--- src/rtl/pbv_pkg.sv ---
package pbv_pkg;
  typedef enum logic [2:0] {
    OP_ADD     = 3'd0,
    OP_SUB     = 3'd1,
    OP_AVG     = 3'd2,
    OP_AVGHALF = 3'd3,
    OP_ADDCLIP = 3'd4
  } pbv_op_e;
endpackage

--- src/rtl/pbv_lane.sv ---
// One byte lane: wrapping sum, wrapping difference, rounded mean.
module pbv_lane #(
  parameter int W = 8
) (
  input  logic [W-1:0] a,
  input  logic [W-1:0] b,
  output logic [W-1:0] sum,
  output logic [W-1:0] diff,
  output logic [W-1:0] mean
);
  function automatic logic [W-1:0] wrap_add(input logic [W-1:0] x, input logic [W-1:0] y);
    return x + y;
  endfunction

  function automatic logic [W-1:0] wrap_sub(input logic [W-1:0] x, input logic [W-1:0] y);
    return x - y;
  endfunction

  // the intermediate is one bit wider than the lane, so the +1 never overflows
  function automatic logic [W-1:0] round_mean(input logic [W-1:0] x, input logic [W-1:0] y);
    logic [W:0] t;
    t = {1'b0, x} + {1'b0, y} + {{W{1'b0}}, 1'b1};
    return t[W:1];
  endfunction

  assign sum  = wrap_add(a, b);
  assign diff = wrap_sub(a, b);
  assign mean = round_mean(a, b);
endmodule

--- src/rtl/pbv_clip.sv ---
// Signed halfword plus unsigned byte, clamped to the unsigned byte range.
module pbv_clip #(
  parameter int W = 8
) (
  input  logic [2*W-1:0] base,
  input  logic [W-1:0]   addend,
  output logic [W-1:0]   clipped,
  output logic           under,
  output logic           over
);
  localparam int SW = 2 * W + 1;

  logic [SW-1:0] s;

  assign s     = {base[2*W-1], base} + {{(W+1){1'b0}}, addend};
  assign under = s[SW-1];
  assign over  = ~s[SW-1] & (|s[SW-2:W]);

  always_comb begin
    if (under)     clipped = '0;
    else if (over) clipped = '1;
    else           clipped = s[W-1:0];
  end
endmodule

--- src/rtl/pbv_alu.sv ---
module pbv_alu #(
  parameter int LANE_W = 8,
  parameter int LANES  = 4
) (
  input  logic                    clk,
  input  logic                    rst_n,
  input  logic                    op_valid,
  input  logic [2:0]              op,
  input  logic [LANE_W*LANES-1:0] src_a,
  input  logic [LANE_W*LANES-1:0] src_b,
  output logic                    res_valid,
  output logic [LANE_W*LANES-1:0] res
);
  import pbv_pkg::*;

  localparam int DW     = LANE_W * LANES;
  localparam int HW     = 2 * LANE_W;
  localparam int HALVES = LANES / 2;

  logic [DW-1:0]     sum_vec, diff_vec, mean_vec, half_mean_vec, clip_vec, hi_mask;
  logic [HALVES-1:0] clip_under, clip_over;
  logic [DW-1:0]     next_res;

  for (genvar l = 0; l < LANES; l++) begin : g_lane
    pbv_lane #(.W(LANE_W)) u_lane (
      .a    (src_a[l*LANE_W +: LANE_W]),
      .b    (src_b[l*LANE_W +: LANE_W]),
      .sum  (sum_vec[l*LANE_W +: LANE_W]),
      .diff (diff_vec[l*LANE_W +: LANE_W]),
      .mean (mean_vec[l*LANE_W +: LANE_W])
    );
  end

  for (genvar h = 0; h < HALVES; h++) begin : g_half
    logic [LANE_W-1:0] clipped;

    pbv_clip #(.W(LANE_W)) u_clip (
      .base    (src_a[h*HW +: HW]),
      .addend  (src_b[2*h*LANE_W +: LANE_W]),
      .clipped (clipped),
      .under   (clip_under[h]),
      .over    (clip_over[h])
    );

    assign clip_vec[h*HW +: HW]      = {{LANE_W{1'b0}}, clipped};
    assign half_mean_vec[h*HW +: HW] = {{LANE_W{1'b0}}, mean_vec[2*h*LANE_W +: LANE_W]};
    assign hi_mask[h*HW +: HW]       = {{LANE_W{1'b1}}, {LANE_W{1'b0}}};
  end

  always_comb begin
    case (op)
      OP_ADD:     next_res = sum_vec;
      OP_SUB:     next_res = diff_vec;
      OP_AVG:     next_res = mean_vec;
      OP_AVGHALF: next_res = half_mean_vec;
      OP_ADDCLIP: next_res = clip_vec;
      default:    next_res = '0;
    endcase
  end

  always_ff @(posedge clk or negedge rst_n) begin
    if (!rst_n) begin
      res       <= '0;
      res_valid <= 1'b0;
    end else begin
      res_valid <= op_valid;
      if (op_valid) res <= next_res;
    end
  end

  // one-cycle latency of the valid flag
  assert_latency_R7: assert property (@(posedge clk) disable iff (!rst_n)
    1'b1 |=> res_valid == $past(op_valid));

  // result register holds while idle
  assert_hold_R8: assert property (@(posedge clk) disable iff (!rst_n)
    !op_valid |=> $stable(res));

  // reserved opcodes give zero
  assert_reserved_zero_R6: assert property (@(posedge clk) disable iff (!rst_n)
    (op_valid && op > 3'd4) |=> res == '0);

  // lane-0 mean lies between its two inputs
  assert_mean_bound_R3: assert property (@(posedge clk) disable iff (!rst_n)
    (op_valid && op == OP_AVG) |=>
      ((res[LANE_W-1:0] >= $past(src_a[LANE_W-1:0])) || (res[LANE_W-1:0] >= $past(src_b[LANE_W-1:0]))) &&
      ((res[LANE_W-1:0] <= $past(src_a[LANE_W-1:0])) || (res[LANE_W-1:0] <= $past(src_b[LANE_W-1:0]))));

  // half-word placement leaves the upper bytes clear
  assert_half_upper_zero_R4: assert property (@(posedge clk) disable iff (!rst_n)
    (op_valid && (op == OP_AVGHALF || op == OP_ADDCLIP)) |=> (res & hi_mask) == '0);

  // a negative sum clamps to zero
  assert_clip_under_R5: assert property (@(posedge clk) disable iff (!rst_n)
    (op_valid && op == OP_ADDCLIP && clip_under[0]) |=> res[LANE_W-1:0] == '0);

  // a sum above the byte range clamps to all ones
  assert_clip_over_R5: assert property (@(posedge clk) disable iff (!rst_n)
    (op_valid && op == OP_ADDCLIP && clip_over[0]) |=> res[LANE_W-1:0] == '1);
endmodule

--- config.mk ---
export PLATFORM = sky130hd
export DESIGN_NAME = pbv_alu
export DESIGN_NICKNAME = d
export VERILOG_FILES = /design/src/rtl/pbv_pkg.sv /design/src/rtl/pbv_lane.sv /design/src/rtl/pbv_clip.sv /design/src/rtl/pbv_alu.sv
export SDC_FILE = /design/constraint.sdc
export NUM_CORES = 1
export LEC_CHECK = 0
export BUFFER_PORTS_ARGS = -buffer_cell sky130_fd_sc_hd__buf_2
export CAP_MARGIN = 40
export CORE_ASPECT_RATIO = 0.75
export CORE_MARGIN = 2
export CORE_UTILIZATION = 62
export CTS_CLUSTER_DIAMETER = 200
export CTS_CLUSTER_SIZE = 20
export DETAILED_ROUTE_END_ITERATION = 16
export PLACE_DENSITY_LB_ADDON = 0.3
export SYNTH_ARGS = -nofsm -noshare
export SYNTH_HDL_FRONTEND = slang
export SYNTH_SLANG_ARGS = --single-unit
export TNS_END_PERCENT = 30
--- constraint.sdc ---
create_clock -name clk -period 1.9 [get_ports clk]
set_clock_uncertainty 0.1 [all_clocks]
set_input_delay 0 -clock clk [delete_from_list [all_inputs] [get_ports clk]]
set_output_delay 0 -clock clk [all_outputs]
set_load 0.01 [all_outputs]
==> metrics.md, run 1 <==
| Metric | Value |
|---|---|
| Die W | `112 microns` |
| GRT worst endpoint | `res[23]$_DFFE_PN0P_/D` |
| Syn_nets | `839` |
| Worst EP Category | `register input` |
| Post-Synth XOR/XNOR Area | `11.0%` |
| Mux cell area share after synthesis | `0.580%` |
| Num CTS Buffers | `5` |
| Ys flop type | `dfrtp_1` |
| Dpl ws | `-0.805 ns` |
| Sequential area share after synthesis | `between 15 and 20%` |
| Synth async-reset ratio | `100%` |
| Compound-cell area share of the yosys netlist | `29.8%` |
| Clk buf depth | `2` |
| PortBufs | `102` |
| RePlAce Congestion | `about 0.93` |
| Post-synth EDFFs | `0` |
| I/O pin total | `~100` |
| Stop err | `[ERROR GRT-0232] Routing congestion too high. Check the congestion heatmap in the GUI.` |
| Synth Register Bits | `33` |
| Mean area per synthesized cell | `7.78 sq um` |
| Post-Synth Simple-Gate Area | `18.7%` |
| Clock sinks | `33` |
| Grt ovf | `1277` |
| Largest net degree at the start of global routing | `34` |
| Tot GR Track Use | `109%` |
| Detailed placement HPWL | `15800 microns` |
| Status | `did not finish` |
| Chip height | `about 85 microns` |
| Site Rows | `29` |
| Clock Tree Root | `clkbuf_16` |
| Failing step | `global routing (5_1_grt)` |
| Cell area after synthesis | `0.00539 sq mm` |
| Largest family of logic cells by synthesized area | `compound AO/OA/AOI/OAI gates` |
| Yosys warnings | `0` |
| Synth Area in Adders | `between 10% and 20%` |
| H-tree levels | `2` |
| Initial core utilization | `63.8%` |
| Post-synthesis instance total | `693` |
| Unique masters post-synth | `63` |
==> per-layer routing <==
layer  global-route usage, %  GRT overflow
met2                     154          1007
met5                    39.0             2
met4                     120           244
met1                    92.6            11
met3                    80.4            13
==> stage by stage <==
step                      hold slack, ns  setup TNS [ns]  instance area, sq um  instances
after floorplan                   -0.396           -9.28                  5500        693
after global placement           -0.0152          -14.61                  7410       1066
after detailed placement         0.00422          -17.61                  7410       1066
after CTS                          0.109           -6.00                  7860       1081
==> cells in the mapped netlist (3+ instances only) <==
library cell   n  area [sq um]
a41oi_1        4          35.0
o21bai_1       5          37.5
or3_1          9          56.3
nor3_1        29           145
a221oi_1       4          35.0
and2_1         6          37.5
o41ai_1        3          26.3
a31oi_1       10          62.6
buf_4          3          22.5
o211ai_1       8          60.1
a211oi_1       9          67.6
fa_1          10           200
a221o_1        4          40.0
inv_1         49           184
nor2_1        53           199
a22oi_1       10          75.1
nor2b_1       20           125
xor2_1        19           166
dfrtp_1       33           826
o221ai_1       3          26.3
and3_1         6          37.5
a21boi_0       6          45.0
nand3_1       10          50.1
xnor2_1       49           429
o21ai_0       52           260
a211o_1        3          26.3
nand2b_1       8          50.1
clkbuf_1      21          78.8
nand4_1        3          18.8
o2bb2ai_1     11          96.3
a21oi_1       38           190
o21a_1        21           158
o31ai_1        8          60.1
o31a_1         4          35.0
a21o_1         9          67.6
nand2_1       52           195
ha_1          66           826
==> cell families after synthesis <==
logic type / count (synthesis)
AO/OA/AOI/OAI: 232
AND/OR/NAND/NOR: 207
adder cells (fa/ha/maj): 76
buffers and inverters: 74
XOR/XNOR: 68
flip-flops: 33
multiplexers: 3
==> what timing repair did <==
action,in CTS
endpoints found under the setup margin,26
pin swaps,35
gates cloned,0
buffers inserted,6
endpoints found under the hold margin,34
hold buffers,2
gates resized for setup,61
==> run 2, diff against run 1 <==
--- a/config.mk
+++ b/config.mk
@@ -7,13 +7,10 @@
 export LEC_CHECK = 0
 export BUFFER_PORTS_ARGS = -buffer_cell sky130_fd_sc_hd__buf_2
 export CAP_MARGIN = 40
-export CORE_ASPECT_RATIO = 0.75
 export CORE_MARGIN = 2
-export CORE_UTILIZATION = 62
-export CTS_CLUSTER_DIAMETER = 200
-export CTS_CLUSTER_SIZE = 20
+export CORE_UTILIZATION = 40
 export DETAILED_ROUTE_END_ITERATION = 16
-export PLACE_DENSITY_LB_ADDON = 0.3
+export PLACE_DENSITY_LB_ADDON = 0.15
 export SYNTH_ARGS = -nofsm -noshare
 export SYNTH_HDL_FRONTEND = slang
 export SYNTH_SLANG_ARGS = --single-unit
==> metrics.md, run 2 <==
| Metric | Value |
|---|---|
| Status | `complete, but fails checks` |
| Failing checks | `negative setup slack` |
| Slew @ Worst Pin | `0.784 ns` |
| Post-synthesis instance total | `693 (unchanged)` |
| Grt ovf | `0` |
| Largest reg by FF count | `res` |
| Critical Path AT | `2.37 ns` |
| Ys flop type | `dfrtp_1` |
| First-pass GRT wire length | `29500 microns` |
| Site Rows | `42 (+45%)` |
| RSZ-0062 raised after global routing | `true` |
| Clock Power Share | `20.6%` |
| Clock Tree Root | `clkbuf_16` |
| Placed cells | `1139 (+6.8%)` |
| Slew margin rel. | `47.7%` |
| Vias in the first global route | `6363` |
| Chip height | `120 microns (+42%)` |
| Synth async-reset ratio | `100% (unchanged)` |
| Total power | `4.19 mW` |
| Post-synth EDFFs | `0 (unchanged)` |
| I/O pin total | `103 (unchanged)` |
| 1st-pass router iterations | `5` |
| Ratio of cells with drive above 1 in the final layout | `39.4%` |
| Dpl ws | `-0.744 ns (+0.0612 ns)` |
| Top flop regs | `res: 32 flops, res_valid: 1 flops` |
| Clock sinks | `33 (unchanged)` |
| Vias | `6228` |
| Sequential area share after synthesis | `15.3% (unchanged)` |
| Max FFs per register | `32` |
| Max Slew Vio Count | `0` |
| Max Fclk | `435 MHz` |
| Num CTS Buffers | `5 (unchanged)` |
| Clk buf depth | `2 (unchanged)` |
| Final-report hold violation count | `0` |
| CTS tree | `done` |
| Setup Viol. Count Final | `22` |
| Area contributors post-synth | `dfrtp_1 15%, ha_1 15%, xnor2_1 8.0%, o21ai_0 4.8%, fa_1 3.7%` |
| Largest net degree at the start of global routing | `34` |
| TNS Setup | `-5.47 ns` |
| Tot GR Track Use | `roughly a quarter` |
| Routed WL | `approximately 18000 microns` |
| Post-route insts no fill | `between 1000 and 1500` |
| Tmin final | `2.30 ns` |
| Initial core utilization | `40.9% (-23 points)` |
| ANT cells | `0` |
| Synth Register Bits | `33 (unchanged)` |
| P_int | `2.59 mW` |
| Filler cell count | `1174` |
| Layout area overhead | `51.5%` |
| RePlAce Congestion | `0.931 (-0.16%)` |
| Yosys warnings | `0 (unchanged)` |
| Vias per cell | `5.36` |
| Mean area per synthesized cell | `7.78 sq um (unchanged)` |
| Syn_nets | `839 (unchanged)` |
| Worst setup SP type | `primary input` |
| Cell area after synthesis | `0.00539 sq mm (unchanged)` |
| Sw power | `1.59 mW` |
| Yosys top cell area share | `15.3% (unchanged)` |
| Synth cell count leaders | `66 x ha_1, 53 x nor2_1, 52 x nand2_1, 52 x o21ai_0` |
| Tcrit/Tclk final | `121%` |
| CP max FO | `6` |
| H-tree levels | `2 (unchanged)` |
| Area leader, netlist | `dfrtp_1` |
| Reg clk slew, reported paths | `0.06 ns` |
| HP Class | `in2reg` |
| Hold Slack | `0.0734 ns` |
| Detailed placement HPWL | `14700 microns (-7.1%)` |
| Final ANT Viol Nets | `0` |
| Multi-input gate area | `0.00459 sq mm` |
| Unique masters post-synth | `63 (unchanged)` |
| FF/Latch Area | `a little over 800 sq um` |
| Worst EP required | `1.97 ns` |
| Die area | `0.0144 sq mm` |
| DRC violations left | `0` |
| Core box area | `0.0132 sq mm` |
| Worst Setup Slack, final | `-0.400 ns` |
| Die W | `120 microns (+7.5%)` |
| 1st-iter DRT viols | `273` |
| NumNets Final | `1131` |
| Switching share of power | `38.0%` |
| Most frequent cells in the layout | `197 x buf_4, 98 x buf_2, 65 x ha_1, 51 x nand2_1, 50 x nor2_1` |
| Initial antenna violation count | `0` |
| Most common cell after layout, fill and taps aside | `buf_4` |
| Top-count cell post-synth | `ha_1` |
| Peak VDD IR | `between 0.3 and 0.4 mV` |
| Leakage Power | `roughly 4 nW` |
| Max_cap viols | `0` |
| Per-cell routed wire length | `15.4 microns` |
| Combinational Power Share | `59.3%` |
| Sequential share of power | `20.1%` |
| Clk_lat worst skew | `0.28 ns` |
| CP Class | `in2reg` |
| Power per Cell Area | `513 mW/mm^2` |
| PortBufs | `102 (unchanged)` |
| CP endpoint kind | `flip-flop` |
-- run 2: cell counts after synthesis --
Identical to the previous run, type by type.
-- run 2: layer usage --
layer  wire (microns)  part of all wire, %  track usage [%]  vias up
met2             8700                   49             44.4      141
met3              580                  3.2             1.76       32
li1                 -                    -                -     3117
met5                0                    0                0        -
met1             8200                   46             31.9     2938
met4              435                  2.4             8.09        0
-- run 2: final timing paths --
path,from,end,slack (ns),depth (start not counted)
max in group asynchronous,rst_n,res[9],0.96,2
hold reg to reg,res[28],res[28],0.38,1
hold / removal,src_b[17],res[17],0.07,4
setup reg to reg,res[20],res[20],0.67,4
min in group asynchronous,rst_n,res[0],0.23,2
setup / recovery,op[1],res[30],-0.40,14
-- run 2: timing repair --
item	CTS	global route
endpoints found under the setup margin	26	26
hold endpoints to repair	34	0
hold buffers	2	0
pin swaps	16	18
gates resized for setup	37	44
setup buffers	4	9
-- run 2: layout make-up --
type | instances | area share, %
timing repair buffer | 310 | 26.7
clock buffer | 7 | 1.87
tap | 176 | 2.70
multi-input combinational | 586 | 56.3
sequential | 33 | 10.1
clock inverter | 1 | 0.0613
inverter | 49 | 2.25
-- run 2: power by group through the flow --
| stage | registers, mW | clock network (mW) | logic [mW] |
|---|---|---|---|
| 6_report | 0.843 | 0.861 | 2.48 |
| 5_1_grt | 0.851 | 0.906 | 2.73 |
| 4_1_cts | 0.842 | 0.885 | 2.35 |
| 3_5_place_dp | 0.851 | 0 | 2.27 |
| 3_3_place_gp | 0.850 | 0 | 2.23 |
| 2_1_floorplan | 0.877 | 0 | 1.25 |
-- run 2: worst max-delay path, cell delays in order --
cell      delay (ns)
buf_6           0.10
nor2_4          0.15
and2_4          0.27
buf_12          0.13
nor2_4          0.03
xnor2_2         0.17
ha_1            0.26
nor2b_1         0.14
o21ai_1         0.21
a21boi_2        0.10
o21a_1          0.20
or3_1           0.30
a32oi_1         0.20
nand3_1         0.09
-- run 2: per-stage QoR --
stage / utilization (%) / instance area [sq um]
floorplan: - / 5500
global placement: 57.2 / 7550
detailed placement: 57.2 / 7550
CTS: 59.7 / 7870
global route: 61.9 / 8170
finish: 61.9 / 8170
-- run 2: cells by family (layout without fill, tap and decap cells) --
logic type	Yosys count	count (layout)	synth area share, %
AO/OA/AOI/OAI	232	232	29.8
AND/OR/NAND/NOR	207	207	18.7
adder cells (fa/ha/maj)	76	76	19.0
buffers and inverters	74	367	5.50
XOR/XNOR	68	68	11.0
flip-flops	33	33	15.3
multiplexers	3	3	0.580
Power figures use the tool's default switching activity.
